**src/rtl/nic_csr_pkg.sv**
```systemverilog
package nic_csr_pkg;

  localparam int ADDR_W    = 20;
  localparam int DATA_W    = 32;
  localparam int IO_WORDS  = 8;
  localparam int ACC_BYTES = 4;
  localparam int NUM_RING  = 2;
  localparam int NUM_ARR   = 3;
  localparam int IDX_W     = 8;

  // special and fixed words (word addresses, memory space)
  localparam logic [ADDR_W-1:0] W_CTRL    = 20'h00000;
  localparam logic [ADDR_W-1:0] W_NVMLOCK = 20'h00001;
  localparam logic [ADDR_W-1:0] W_QALLOC  = 20'h00002;
  localparam logic [ADDR_W-1:0] W_VFALLOC = 20'h00003;
  localparam logic [ADDR_W-1:0] W_PORT    = 20'h00004;
  localparam logic [ADDR_W-1:0] W_RXCTL   = 20'h00005;
  localparam logic [ADDR_W-1:0] W_RING    = 20'h00040;
  localparam logic [ADDR_W-1:0] W_ARR     = 20'h00400;

  // ring field codes, in address order inside a ring
  localparam logic [2:0] RF_BLO  = 3'd0;
  localparam logic [2:0] RF_BHI  = 3'd1;
  localparam logic [2:0] RF_LEN  = 3'd2;
  localparam logic [2:0] RF_HEAD = 3'd3;
  localparam logic [2:0] RF_TAIL = 3'd4;

  // array ids, one 256-word slot each
  localparam int AR_VCTL  = 0;
  localparam int AR_VRATE = 1;
  localparam int AR_QCTL  = 2;

  localparam int CTRL_SWRST_BIT = 0;
  localparam int RXCTL_BOOT_BIT = 0;

  typedef enum logic [3:0] {
    SEL_NONE, SEL_CTRL, SEL_NVMLOCK, SEL_QALLOC, SEL_VFALLOC,
    SEL_PORT, SEL_RXCTL, SEL_RING, SEL_ARR, SEL_IO
  } sel_e;

  typedef struct packed {
    sel_e             sel;
    logic             ring_id;
    logic [2:0]       field;
    logic [1:0]       arr_id;
    logic [IDX_W-1:0] idx;
  } dec_t;

endpackage

```
**src/rtl/nic_csr_decode.sv**
```systemverilog
module nic_csr_decode
  import nic_csr_pkg::*;
#(
  parameter int NUM_VEC = 8,
  parameter int NUM_Q   = 16
) (
  input  logic              space,
  input  logic [ADDR_W-1:0] addr,
  output dec_t              dec
);

  logic [1:0]       slot;
  logic [IDX_W-1:0] slot_idx;
  logic             slot_ok;

  assign slot     = addr[9:8];
  assign slot_idx = addr[7:0];

  always_comb begin
    unique case (slot)
      2'(AR_VCTL), 2'(AR_VRATE): slot_ok = int'(slot_idx) < NUM_VEC;
      2'(AR_QCTL):               slot_ok = int'(slot_idx) < NUM_Q;
      default:                   slot_ok = 1'b0;
    endcase
  end

  always_comb begin
    dec = '0;
    dec.sel = SEL_NONE;
    if (space) begin
      if (int'(addr) < IO_WORDS) dec.sel = SEL_IO;
    end else if (addr == W_CTRL) begin
      dec.sel = SEL_CTRL;
    end else if (addr == W_NVMLOCK) begin
      dec.sel = SEL_NVMLOCK;
    end else if (addr == W_QALLOC) begin
      dec.sel = SEL_QALLOC;
    end else if (addr == W_VFALLOC) begin
      dec.sel = SEL_VFALLOC;
    end else if (addr == W_PORT) begin
      dec.sel = SEL_PORT;
    end else if (addr == W_RXCTL) begin
      dec.sel = SEL_RXCTL;
    end else if (addr[ADDR_W-1:4] == W_RING[ADDR_W-1:4]) begin
      if (addr[2:0] <= RF_TAIL) begin
        dec.sel     = SEL_RING;
        dec.ring_id = addr[3];
        dec.field   = addr[2:0];
      end
    end else if (addr[ADDR_W-1:10] == W_ARR[ADDR_W-1:10]) begin
      if (slot_ok) begin
        dec.sel    = SEL_ARR;
        dec.arr_id = slot;
        dec.idx    = slot_idx;
      end
    end
  end

endmodule

```
**src/rtl/nic_csr_regarray.sv**
```systemverilog
module nic_csr_regarray
  import nic_csr_pkg::*;
#(
  parameter int DEPTH = 8
) (
  input  logic              clk,
  input  logic              rst_n,
  input  logic              wr_en,
  input  logic [IDX_W-1:0]  idx,
  input  logic [DATA_W-1:0] wr_data,
  output logic [DATA_W-1:0] rd_data
);

  logic [DATA_W-1:0] ent [DEPTH];

  for (genvar i = 0; i < DEPTH; i++) begin : g_ent
    logic              hit;
    logic [DATA_W-1:0] val_d;
    logic [DATA_W-1:0] val_q;

    assign hit = wr_en && (idx == IDX_W'(i));

    always_comb begin
      val_d = val_q;
      if (hit) val_d = wr_data;
    end

    always_ff @(posedge clk or negedge rst_n) begin
      if (!rst_n) val_q <= '0;
      else        val_q <= val_d;
    end

    assign ent[i] = val_q;
  end

  always_comb begin
    rd_data = '0;
    for (int i = 0; i < DEPTH; i++) begin
      if (idx == IDX_W'(i)) rd_data = ent[i];
    end
  end

endmodule

```
**src/rtl/nic_csr_ring.sv**
```systemverilog
module nic_csr_ring
  import nic_csr_pkg::*;
(
  input  logic              clk,
  input  logic              rst_n,
  input  logic              wr_en,
  input  logic [2:0]        field,
  input  logic [DATA_W-1:0] wr_data,
  output logic [63:0]       base,
  output logic [DATA_W-1:0] len,
  output logic [DATA_W-1:0] head,
  output logic [DATA_W-1:0] tail,
  output logic [DATA_W-1:0] rd_data,
  output logic              upd
);

  logic [DATA_W-1:0] blo_q, bhi_q, len_q, head_q, tail_q;
  logic [DATA_W-1:0] blo_d, bhi_d, len_d, head_d, tail_d;
  logic              upd_q;

  always_comb begin
    blo_d  = blo_q;
    bhi_d  = bhi_q;
    len_d  = len_q;
    head_d = head_q;
    tail_d = tail_q;
    if (wr_en) begin
      unique case (field)
        RF_BLO:  blo_d  = wr_data;
        RF_BHI:  bhi_d  = wr_data;
        RF_LEN:  len_d  = wr_data;
        RF_HEAD: head_d = wr_data;
        RF_TAIL: tail_d = wr_data;
        default: ;
      endcase
    end
  end

  always_ff @(posedge clk or negedge rst_n) begin
    if (!rst_n) begin
      blo_q  <= '0;
      bhi_q  <= '0;
      len_q  <= '0;
      head_q <= '0;
      tail_q <= '0;
      upd_q  <= 1'b0;
    end else begin
      blo_q  <= blo_d;
      bhi_q  <= bhi_d;
      len_q  <= len_d;
      head_q <= head_d;
      tail_q <= tail_d;
      upd_q  <= wr_en;
    end
  end

  always_comb begin
    unique case (field)
      RF_BLO:  rd_data = blo_q;
      RF_BHI:  rd_data = bhi_q;
      RF_LEN:  rd_data = len_q;
      RF_HEAD: rd_data = head_q;
      RF_TAIL: rd_data = tail_q;
      default: rd_data = '0;
    endcase
  end

  assign base = {bhi_q, blo_q};
  assign len  = len_q;
  assign head = head_q;
  assign tail = tail_q;
  assign upd  = upd_q;

endmodule

```
**src/rtl/nic_csr_file.sv**
```systemverilog
module nic_csr_file
  import nic_csr_pkg::*;
#(
  parameter int NUM_VEC = 8,
  parameter int NUM_Q   = 16
) (
  input  logic                             clk,
  input  logic                             rst_n,
  input  logic                             req_valid,
  input  logic                             req_write,
  input  logic                             req_space,
  input  logic [ADDR_W-1:0]                req_addr,
  input  logic [2:0]                       req_bytes,
  input  logic [DATA_W-1:0]                req_wdata,
  output logic                             rsp_valid,
  output logic [DATA_W-1:0]                rsp_rdata,
  output logic                             rsp_err,
  output logic                             rsp_unmapped,
  output logic                             soft_reset_pulse,
  output logic [NUM_RING-1:0]              aq_upd,
  output logic [NUM_RING-1:0][63:0]        aq_base,
  output logic [NUM_RING-1:0][DATA_W-1:0]  aq_len,
  output logic [NUM_RING-1:0][DATA_W-1:0]  aq_head,
  output logic [NUM_RING-1:0][DATA_W-1:0]  aq_tail
);

  localparam logic [DATA_W-1:0] QALLOC_WORD =
    {1'b1, 4'b0, 11'(NUM_Q - 1), 5'b0, 11'd0};

  // reset: asynchronous assert, synchronous release
  logic rst_meta_q, rst_sync_n;
  always_ff @(posedge clk or negedge rst_n) begin
    if (!rst_n) {rst_sync_n, rst_meta_q} <= 2'b00;
    else        {rst_sync_n, rst_meta_q} <= {rst_meta_q, 1'b1};
  end

  dec_t dec;
  nic_csr_decode #(.NUM_VEC(NUM_VEC), .NUM_Q(NUM_Q)) u_dec (
    .space (req_space),
    .addr  (req_addr),
    .dec   (dec)
  );

  logic acc_ok, wr_ok;
  assign acc_ok = req_valid && (req_bytes == 3'(ACC_BYTES));
  assign wr_ok  = acc_ok && req_write;

  // indexed arrays
  logic [DATA_W-1:0] arr_rd [NUM_ARR];
  for (genvar a = 0; a < NUM_ARR; a++) begin : g_arr
    localparam int DEPTH = (a == AR_QCTL) ? NUM_Q : NUM_VEC;
    nic_csr_regarray #(.DEPTH(DEPTH)) u_arr (
      .clk     (clk),
      .rst_n   (rst_sync_n),
      .wr_en   (wr_ok && dec.sel == SEL_ARR && dec.arr_id == 2'(a)),
      .idx     (dec.idx),
      .wr_data (req_wdata),
      .rd_data (arr_rd[a])
    );
  end

  // admin rings
  logic [DATA_W-1:0] ring_rd [NUM_RING];
  for (genvar q = 0; q < NUM_RING; q++) begin : g_ring
    nic_csr_ring u_ring (
      .clk     (clk),
      .rst_n   (rst_sync_n),
      .wr_en   (wr_ok && dec.sel == SEL_RING && dec.ring_id == 1'(q)),
      .field   (dec.field),
      .wr_data (req_wdata),
      .base    (aq_base[q]),
      .len     (aq_len[q]),
      .head    (aq_head[q]),
      .tail    (aq_tail[q]),
      .rd_data (ring_rd[q]),
      .upd     (aq_upd[q])
    );
  end

  // network-boot flag: set on reset, write-one-to-clear
  logic boot_q, boot_d;
  always_comb begin
    boot_d = boot_q;
    if (wr_ok && dec.sel == SEL_RXCTL && req_wdata[RXCTL_BOOT_BIT]) boot_d = 1'b0;
  end

  // read mux
  logic [DATA_W-1:0] rd_mux;
  always_comb begin
    unique case (dec.sel)
      SEL_NVMLOCK: rd_mux = '1;
      SEL_QALLOC:  rd_mux = QALLOC_WORD;
      SEL_RXCTL:   rd_mux = DATA_W'(boot_q) << RXCTL_BOOT_BIT;
      SEL_RING:    rd_mux = ring_rd[dec.ring_id];
      SEL_ARR:     rd_mux = (int'(dec.arr_id) < NUM_ARR) ? arr_rd[dec.arr_id] : '0;
      default:     rd_mux = '0;
    endcase
  end

  // response next state
  logic              vld_d, err_d, unm_d, srst_d;
  logic [DATA_W-1:0] rdata_d;
  logic              vld_q, err_q, unm_q, srst_q;
  logic [DATA_W-1:0] rdata_q;

  always_comb begin
    vld_d   = req_valid;
    err_d   = req_valid && !acc_ok;
    unm_d   = acc_ok && dec.sel == SEL_NONE;
    srst_d  = wr_ok && dec.sel == SEL_CTRL && req_wdata[CTRL_SWRST_BIT];
    rdata_d = (acc_ok && !req_write) ? rd_mux : '0;
  end

  always_ff @(posedge clk or negedge rst_sync_n) begin
    if (!rst_sync_n) begin
      boot_q  <= 1'b1;
      vld_q   <= 1'b0;
      err_q   <= 1'b0;
      unm_q   <= 1'b0;
      srst_q  <= 1'b0;
      rdata_q <= '0;
    end else begin
      boot_q  <= boot_d;
      vld_q   <= vld_d;
      err_q   <= err_d;
      unm_q   <= unm_d;
      srst_q  <= srst_d;
      rdata_q <= rdata_d;
    end
  end

  assign rsp_valid        = vld_q;
  assign rsp_rdata        = rdata_q;
  assign rsp_err          = err_q;
  assign rsp_unmapped     = unm_q;
  assign soft_reset_pulse = srst_q;

endmodule

```
**config.mk**
```make
export PLATFORM = sky130hd
export DESIGN_NAME = nic_csr_file
export DESIGN_NICKNAME = d
export VERILOG_FILES = /design/src/rtl/nic_csr_pkg.sv /design/src/rtl/nic_csr_decode.sv /design/src/rtl/nic_csr_regarray.sv /design/src/rtl/nic_csr_ring.sv /design/src/rtl/nic_csr_file.sv
export SDC_FILE = /design/constraint.sdc
export NUM_CORES = 2
export LEC_CHECK = 0
export BUFFER_PORTS_ARGS = -buffer_cell sky130_fd_sc_hd__buf_2
export CELL_PAD_IN_SITES_DETAIL_PLACEMENT = 1
export CELL_PAD_IN_SITES_GLOBAL_PLACEMENT = 2
export CORE_ASPECT_RATIO = 1.75
export CORE_MARGIN = 2
export CORE_UTILIZATION = 39
export CTS_CLUSTER_DIAMETER = 60
export DETAILED_ROUTE_END_ITERATION = 16
export PLACE_DENSITY = 0.76
export SLEW_MARGIN = 30
export SYNTH_ARGS = -nofsm -noshare
export SYNTH_HDL_FRONTEND = slang
export SYNTH_SLANG_ARGS = --single-unit
```
**constraint.sdc**
```tcl
create_clock -name clk -period 41.9 [get_ports clk]
set_input_delay 2.095 -clock clk [delete_from_list [all_inputs] [get_ports clk]]
set_output_delay 2.095 -clock clk [all_outputs]
set_load 0.02 [all_outputs]
```
==> summary.txt <==
CTS
  – CTS sink cnt: 1385
  – Worst-skew pair later-pin latency: 800 ps
  – Buffer count from post-CTS setup fixing: 0
  – Clock buffer depth: 4
  – PostCTS Resize Cnt: 0
  – CTS Buf Count: 141
  – Clock H-tree levels: 4
  – Clock transition at path regs: 60 ps
  – CTS root buffer: clkbuf_16
  – Cts hold-fix bufs: 0
  – CTS tree: done

Global routing
  – Vias in the first global route: 48067
  – Largest net degree at the start of global routing: 159
  – Initial antenna violation count: 22
  – Total GRT Usage: 30.8%
  – First-pass GRT wire length: 361 mm
  – Grt total ovfl: 0

Routing
  – Vias per std cell: 6.34
  – Avg WL per Cell: 35.5 um
  – Drt pass-1 iters: 7
  – Vias: 45224
  – # DRC: 0
  – Initial DRC count: 3764
  – Final WL: 253 mm
  – Post-route ant nets: 0

Yosys
  – Synth area leaders: dfrtp_1, mux2_2, a221oi_1
  – Sequential element share of the synthesized area: 56.2%
  – Mapped cell area: 61700 um^2
  – Number of distinct library cells after synthesis: 75
  – EDFF count, synth: 0
  – Synthesis warning total: 0
  – Avg Inst Size Synth: 13.1 um^2
  – Mapped Cells: 4723
  – Ys async rst share: 100%
  – Top FF cell, synth: dfrtp_1
  – Commonest cells in the netlist: dfrtp_1, mux2_2, clkbuf_1
  – Most common cell in the synthesized netlist: dfrtp_1
  – Yosys top cell area share: 56.2%
  – Seq cells post-synth: 1385
  – Mapped Nets: 4783
  – Yosys top cell by area: dfrtp_1

Pwr
  – Pwr dens: 37.6 nW/um^2
  – VDD IR max: 27.9 uV
  – Leakage power: 35.5 nW

Timing
  – Rel. slew slack: 30.2%
  – Final Skew: 32.8 ps
  – Final period util: 14.6%
  – RSZ-0062 raised after global routing: false
  – Worst hold slack: 290 ps
  – Final setup TNS: 0 ps
  – Worst-margin pin slew: 1040 ps
  – # setup viols final: 0
  – Hold Fails Final Rpt: 0
  – Fmax: 164 MHz
  – Minimum clock period: 6100 ps
  – Fin. max-slew vios: 0

Layout
  – Area grow syn2layout: 14.3%
  – Fillers: 16154
  – Share of cells above drive strength 1: 43.8%
  – Final Instance Count excl. Fillers: 7131
  – Nets: 5051

Place
  – # port buffers: 417
  – RD Place Congestion: 0.896
  – Hpwl dp: 164 mm
  – Placed Instances: 6889

Floorplanning
  – Row cnt: 193
  – Die Wd: 305 um
  – Initial core utilization: 39.2%
  – Core area: 157000 um^2
  – IO Pins: 418
  – Die area: 161000 um^2
  – Die height: 530 um

Critical path
  – Critical path type: input port to register
  – WP data arrival: 6800 ps
  – Required time of the critical path: 42600 ps
  – Max FO, Critical Path: 43
  – Critical path startpoint category: input port
  – Setup crit end kind: register

Flow run
  – Max-cap viol count: 0

Run status
  – Outcome: complete, no violations

Worst hold path
  – Hold crit path type: register to async pin
worst paths after layout:
| path | start | to | slack, ps | cells past startpoint |
|---|---|---|---|---|
| max in group asynchronous | rst_sync_n | g_ring[0].u_ring.tail[28] | 38060 | 5 |
| worst min register to register | rst_sync_n | g_arr[2].u_arr.g_ent[2].val_q[4] | 290 | 0 |
| min in group clk | rst_meta_q | rst_sync_n | 350 | 0 |
| worst max-delay path | req_addr[8] | rsp_rdata[26] | 35800 | 12 |
| worst min-delay path | rst_sync_n | g_arr[2].u_arr.g_ent[2].val_q[4] | 290 | 0 |
| worst max register to register | rst_sync_n | g_ring[0].u_ring.tail[28] | 38060 | 5 |
cell families after synthesis:
logic type / synth area share [%]
buffers and inverters: 3.00
AOI/OAI and AO/OA: 10.6
other: 0.00608
muxes: 25.5
and+or+nand+nor: 4.67
DFF: 56.2
sequential cells by signal (all words and copies together) (netlist names), 2 cells and up:
signal,flops
g_arr.u_arr.g_ent.val_q,1024
g_ring.u_ring.bhi_q,64
g_ring.u_ring.blo_q,64
g_ring.u_ring.head,64
g_ring.u_ring.len,64
g_ring.u_ring.tail,64
rsp_rdata,32
g_ring.u_ring.upd,2
cell usage in the layout, fill, tap and decap left out, types with 31 or more instances in the layout:
cell type	count
nand3_1	88
buf_4	139
dfrtp_1	1383
a21oi_1	119
a222oi_1	42
mux2_2	1350
a221oi_1	120
o211ai_1	44
o221ai_1	41
a211oi_1	48
o22ai_1	68
clkbuf_16	143
mux2i_1	47
buf_2	414
a22o_1	42
o21ai_0	113
nor2_1	102
clkbuf_1	31
a22oi_1	126
nand2_1	170
final cells by class:
class	count	area [um^2]	share of cell area [%]
Sequential cell	1385	34700	49.2
Multi-Input combinational cell	2886	25500	36.2
Clock buffer	197	4010	5.69
Timing Repair Buffer	573	3440	4.88
Tap cell	2047	2560	3.63
Clock inverter	33	312	0.442
Inverter	4	15.0	0.0213
Antenna cell	6	15.0	0.0213
where the power goes:
part	internal, mW	switching, mW
registers	1.34	0.000724
clock network	0.697	0.543
logic	0.00951	0.0642
through the flow:
stage | worst slack (ps) | cell area (um^2) | total power, mW | util (%)
final | 35800 | 70500 | 2.65 | 44.8
after global placement | 35310 | 65900 | 1.43 | 41.9
after floorplan | 436 | 61700 | 1.41 | -
after detailed placement | 35160 | 66000 | 1.44 | 41.9
after CTS | 35940 | 70300 | 2.67 | 44.7
after global routing | 35600 | 70500 | 2.72 | 44.8
per-layer routing:
| metal | track usage (%) | wire, um |
|---|---|---|
| met1 | 36.1 | 95700 |
| met2 | 52.9 | 124000 |
| met4 | 19.5 | 18400 |
| met5 | 0 | 211 |
| met3 | 4.83 | 14800 |
worst max-delay path, stage by stage:
cell and delay (ps):
buf_2 310, mux2i_2 390, nand4_2 670, nor4_4 410
buf_4 650, buf_4 670, a22oi_1 140, nand3_1 140
nor2b_1 50, nor4_1 600, o221ai_1 280, a31oi_1 260
No activity file was read; power rests on OpenSTA's default activity.
